--- src/rtl/bidir_xcvr_pkg.sv ---
package bidir_xcvr_pkg;

   // Control bundle of one direction, normalised to active-high enable.
   typedef struct packed {
      logic drive;
      logic transp;
      logic dclk;
   } dir_ctrl_t;

   function automatic dir_ctrl_t mk_ctrl(input logic oe_act_hi, input logic le,
                                         input logic dclk);
      dir_ctrl_t c;
      c.drive  = oe_act_hi;
      c.transp = le;
      c.dclk   = dclk;
      return c;
   endfunction

   localparam int unsigned MIN_WIDTH = 1;

endpackage

--- src/rtl/bidir_xcvr_hold.sv ---
module bidir_xcvr_hold #(
   parameter int unsigned WIDTH   = 18,
   parameter bit          HOLD_EN = 1'b1
) (
   input  logic             clk,
   input  logic             rst_n,
   input  logic [WIDTH-1:0] pin,
   input  logic             pin_vld,
   output logic [WIDTH-1:0] eff
);

   generate
      if (HOLD_EN) begin : g_hold
         logic [WIDTH-1:0] kept_q;

         always_ff @(posedge clk or negedge rst_n) begin
            if (!rst_n)       kept_q <= '0;
            else if (pin_vld) kept_q <= pin;
         end

         assign eff = pin_vld ? pin : kept_q;
      end else begin : g_nohold
         logic unused_vld;
         assign unused_vld = pin_vld;
         assign eff        = pin;
      end
   endgenerate

endmodule

--- src/rtl/bidir_xcvr_path.sv ---
module bidir_xcvr_path
   import bidir_xcvr_pkg::*;
#(
   parameter int unsigned WIDTH = 18
) (
   input  logic             clk,
   input  logic             rst_n,
   input  logic [WIDTH-1:0] src,
   input  dir_ctrl_t        ctrl,
   output logic [WIDTH-1:0] dout,
   output logic             drive
);

   logic             dclk_prev_q;
   logic             dclk_rise;
   logic             load;
   logic [WIDTH-1:0] store_q;

   assign dclk_rise = ctrl.dclk & ~dclk_prev_q;
   // Transparent phase keeps storage tracking the source, so the word held
   // after the enable drops is the last one that passed through.
   assign load      = ctrl.transp | dclk_rise;

   always_ff @(posedge clk or negedge rst_n) begin
      if (!rst_n) begin
         dclk_prev_q <= 1'b0;
         store_q     <= '0;
      end else begin
         dclk_prev_q <= ctrl.dclk;
         if (load) store_q <= src;
      end
   end

   assign dout  = ctrl.transp ? src : store_q;
   assign drive = ctrl.drive;

endmodule

--- src/rtl/bidir_xcvr.sv ---
module bidir_xcvr
   import bidir_xcvr_pkg::*;
#(
   parameter int unsigned WIDTH   = 18,
   parameter bit          HOLD_EN = 1'b1
) (
   input  logic             clk,
   input  logic             rst_n,
   input  logic [WIDTH-1:0] a_in,
   input  logic             a_in_vld,
   input  logic [WIDTH-1:0] b_in,
   input  logic             b_in_vld,
   input  logic             oe_ab,
   input  logic             le_ab,
   input  logic             clk_ab,
   input  logic             oe_ba_n,
   input  logic             le_ba,
   input  logic             clk_ba,
   output logic [WIDTH-1:0] a_out,
   output logic             a_oe,
   output logic [WIDTH-1:0] b_out,
   output logic             b_oe
);

   generate
      if (WIDTH < MIN_WIDTH) begin : g_bad_width
         $error("bidir_xcvr: WIDTH must be at least 1");
      end
   endgenerate

   logic [WIDTH-1:0] a_eff;
   logic [WIDTH-1:0] b_eff;
   dir_ctrl_t        ctl_ab;
   dir_ctrl_t        ctl_ba;

   assign ctl_ab = mk_ctrl(oe_ab,    le_ab, clk_ab);
   assign ctl_ba = mk_ctrl(~oe_ba_n, le_ba, clk_ba);

   bidir_xcvr_hold #(.WIDTH(WIDTH), .HOLD_EN(HOLD_EN)) hold_a_i (
      .clk(clk), .rst_n(rst_n), .pin(a_in), .pin_vld(a_in_vld), .eff(a_eff));

   bidir_xcvr_hold #(.WIDTH(WIDTH), .HOLD_EN(HOLD_EN)) hold_b_i (
      .clk(clk), .rst_n(rst_n), .pin(b_in), .pin_vld(b_in_vld), .eff(b_eff));

   bidir_xcvr_path #(.WIDTH(WIDTH)) path_ab_i (
      .clk(clk), .rst_n(rst_n), .src(a_eff), .ctrl(ctl_ab),
      .dout(b_out), .drive(b_oe));

   bidir_xcvr_path #(.WIDTH(WIDTH)) path_ba_i (
      .clk(clk), .rst_n(rst_n), .src(b_eff), .ctrl(ctl_ba),
      .dout(a_out), .drive(a_oe));

endmodule

--- config.mk ---
export PLATFORM = sky130hd
export DESIGN_NAME = bidir_xcvr
export DESIGN_NICKNAME = d
export VERILOG_FILES = /design/src/rtl/bidir_xcvr_pkg.sv /design/src/rtl/bidir_xcvr_hold.sv /design/src/rtl/bidir_xcvr_path.sv /design/src/rtl/bidir_xcvr.sv
export SDC_FILE = /design/constraint.sdc
export NUM_CORES = 1
export LEC_CHECK = 0
export ABC_AREA = 1
export CORE_MARGIN = 2
export CORE_UTILIZATION = 50
export DETAILED_ROUTE_END_ITERATION = 8
export PLACE_DENSITY = 0.78
export SYNTH_ARGS = -nofsm -noshare
export SYNTH_HDL_FRONTEND = slang
export SYNTH_SLANG_ARGS = --single-unit
--- constraint.sdc ---
create_clock -name clk -period 1.4 [get_ports clk]
set_input_delay 0.28 -clock clk [delete_from_list [all_inputs] [get_ports clk]]
set_output_delay 0.28 -clock clk [all_outputs]
set_load 0.005 [all_outputs]
==> flow_summary.yaml <==
drt:
  vias_per_cell: 5.13
  vias: 3629
  dr.pass1.iters: 4
  drc_errors: 0
  wl_um: 11200
  drtAntennaViolNets: 0
  drt_iter0_markers: 195
  detail_route.wl_per_cell_um: 15.9
critical_path:
  critical-path-slowest-cell: "clkdlybuf4s50_1"
  critPathTopFamily: "buffers and inverters"
  critPathLaunchType: "input port"
  critPathKind: "input port to output pin"
  critical_path_buf_inv_count: 2
  cp_max_fo: 2
  endpoint_kind: "output pin"
  cp.required_ps: 1120
  r2r_setup_slack_ps: 40
  cp_common_cell: "nand2_1"
  worstPathArrival_ps: 1130
  regToRegStartpoint: "hold_a_i.g_hold.kept_q[3]$_DFF_PN0_"
  reg2reg_depth: 9
  crit_chain: "clkdlybuf4s50_1 > nand2_1 > nand2_1 > nand2_1 > nand2_1 > buf_2"
  critical-path-max-stage-delay_ps: 460
  timing.rr.end: "path_ab_i.store_q[3]$_DFFE_PN0P_"
power_and_ir_drop:
  p_per_area_mw_per_mm2: 1000
  power_switching_uw: 1660
  p_clk_share_pct: 31.0
  seq_power_share_pct: 43.2
  ir_worst_vdd_mv: 0.831
  leakage_uw: 0.00330
  intPower_uw: 4100
  swShare_pct: 28.8
  pwr-share-comb_pct: 25.8
run:
  maxCapViolations: 0
global_route:
  grt_pass1_vias: 3709
  grt_pass1_wl_um: 17800
  grtUsageTotal_pct: 27.2
  overflow: 0
  antenna_found_initial: 0
  grt_max_degree: 30
timing:
  setup_ws_ps: -7.49
  post-route-period-util_pct: 101
  setup_viol: 1
  fin_crit_ps: 1410
  grt_setup_unrepaired: "true"
  hold_violations: 0
  setup_tns_ps: -7.49
  fin_skew_ps: 10.8
  drv_slew: 0
  fmax_mhz: 710
  worst_pin_slew_ps: 325
  slew_headroom_pct: 78.4
placed_design:
  dp_cells: 640
  gp_congestion: 0.799
  portBuffers: 81
  dp_hpwl_um: 5910
  dp_slack_ps: -805
  post_dp_cell_area_mm2: 0.00496
cells_and_area:
  layout_commonest_cell: "nand2_1"
  final_cell_mix: "nand2_1 (192), buf_4 (77), dfrtp_1 (74)"
  antenna_cells: 0
  fillCellCount: 467
  layoutNonFillerInstCount: 707
  layout-drive-gt1-share_pct: 42.8
  fin_nets: 649
  area_growth_pct: 53.3
  fin_util_pct: 79.3
  fin_area_mm2: 0.00575
floorplan:
  dieArea_mm2: 0.00821
  coreArea_mm2: 0.00725
  start_util_pct: 51.7
  die_h_um: 90.6
  chipWidth_um: 90.6
  boundaryPins: 84
  placement_rows: 31
clocking:
  root_buffer: "clkbuf_8"
  clkSlewWorstSetupHoldPaths_ps: 90
  cts.sinks: 74
  cts_tree: "built"
  insertion_delay_ps: 330
  clockBufferDepth: 2
  cts-buffers-inserted: 9
  h-tree-depth: 3
synthesis:
  syn_nets: 476
  ys_warn_count: 0
  syn_area_mm2: 0.00375
  ys_ff_latch: 74
  synth_area_per_cell_um2: 8.73
  synth-seq-area-share_pct: 49.3
  synth_cells: 430
  ys_types: 13
status:
  failed_checks: "setup timing"
  status: "complete, but fails checks"
worst_hold_path:
  hold_end: "hold_a_i.g_hold.kept_q[2]$_DFF_PN0_"
  min-delay-start: "a_in[2]"
  hold_path_class: "input port to register"
  worstHoldPathCells: 3
[power by group through the flow]
| stage | sequential, uW | combinational (uW) | clock [uW] |
|---|---|---|---|
| 6_report | 2490 | 1490 | 1790 |
| 5_1_grt | 2510 | 1620 | 1920 |
| 4_1_cts | 2480 | 1400 | 1790 |
| 3_5_place_dp | 2520 | 1280 | 0 |
| 3_3_place_gp | 2510 | 1250 | 0 |
| 2_1_floorplan | 2490 | 621 | 0 |
[through the flow]
stage	total power, uW	hold WS (ps)
6_report	5770	229
3_3_place_gp	3760	190
5_1_grt	6050	259
4_1_cts	5670	326
2_1_floorplan	3110	-15.6
3_5_place_dp	3800	193
[worst max path at each step]
| stage | slack, ps | from | endpoint | cells past startpoint |
|---|---|---|---|---|
| final | -7 | a_in[1] | b_out[1] | 6 |
| after global routing | -90 | a_in[1] | b_out[1] | 6 |
| after CTS | -30 | hold_b_i.g_hold.kept_q[0]$_DFF_PN0_ | path_ba_i.store_q[0]$_DFFE_PN0P_ | 10 |
| after detailed placement | -800 | a_in_vld | b_out[2] | 8 |
| after global placement | -740 | a_in_vld | b_out[2] | 8 |
| after floorplan | 280 | le_ba | a_out[10] | 5 |
[flip-flops by register name, summed over array words and instances (netlist names)]
signal,count
hold_a_i.g_hold.kept_q,18
hold_b_i.g_hold.kept_q,18
path_ab_i.dclk_prev_q,1
path_ab_i.store_q,18
path_ba_i.dclk_prev_q,1
path_ba_i.store_q,18
[synth_stat cells, drive strengths merged]
| library cell | instances | area, um2 |
|---|---|---|
| nand3 | 36 | 180 |
| nand2 | 292 | 1470 |
| inv | 7 | 51.3 |
| buf | 21 | 204 |
| dfrtp | 74 | 1850 |
[kinds of logic after synthesis]
group	after synthesis	share of synthesized area (%)
buffers and inverters	28	6.80
flip-flops	74	49.3
AND/OR/NAND/NOR	328	43.8
[what timing repair did]
action                     CTS  global route
setup endpoints to repair   37            33
setup buffers               42             4
hold buffers                 1             0
gates resized for setup    212            54
hold endpoints to repair    19             0
cloned                       9             1
pin swaps                   36            59
[layer usage]
layer	global-route usage, %	vias to the layer above	wire [um]
met2	46.3	181	5700
met5	0	-	0
met1	35.3	1734	4360
met4	10.5	0	402
met3	3.84	38	750
li1	-	1676	-
[worst register-to-register path: cells and delay by family, from the launching register on]
kind / cells / cell delay, ps
DFF: 1 / 370
and+or+nand+nor: 4 / 240
buffers and inverters: 5 / 650
[area by class of cell]
type                    count  area, um2  area share [%]
flip-flops and latches     74       1850            32.2
multi-input cells         328       1760            30.6
repair buffers            177       1620            28.2
clock buffers              11        131            2.28
well taps                  99        124            2.15
inverters                   7        101            1.76
repair inverters            6       81.3            1.41
clock inverters             5       78.8            1.37
No activity file was read; power rests on OpenSTA's default activity.
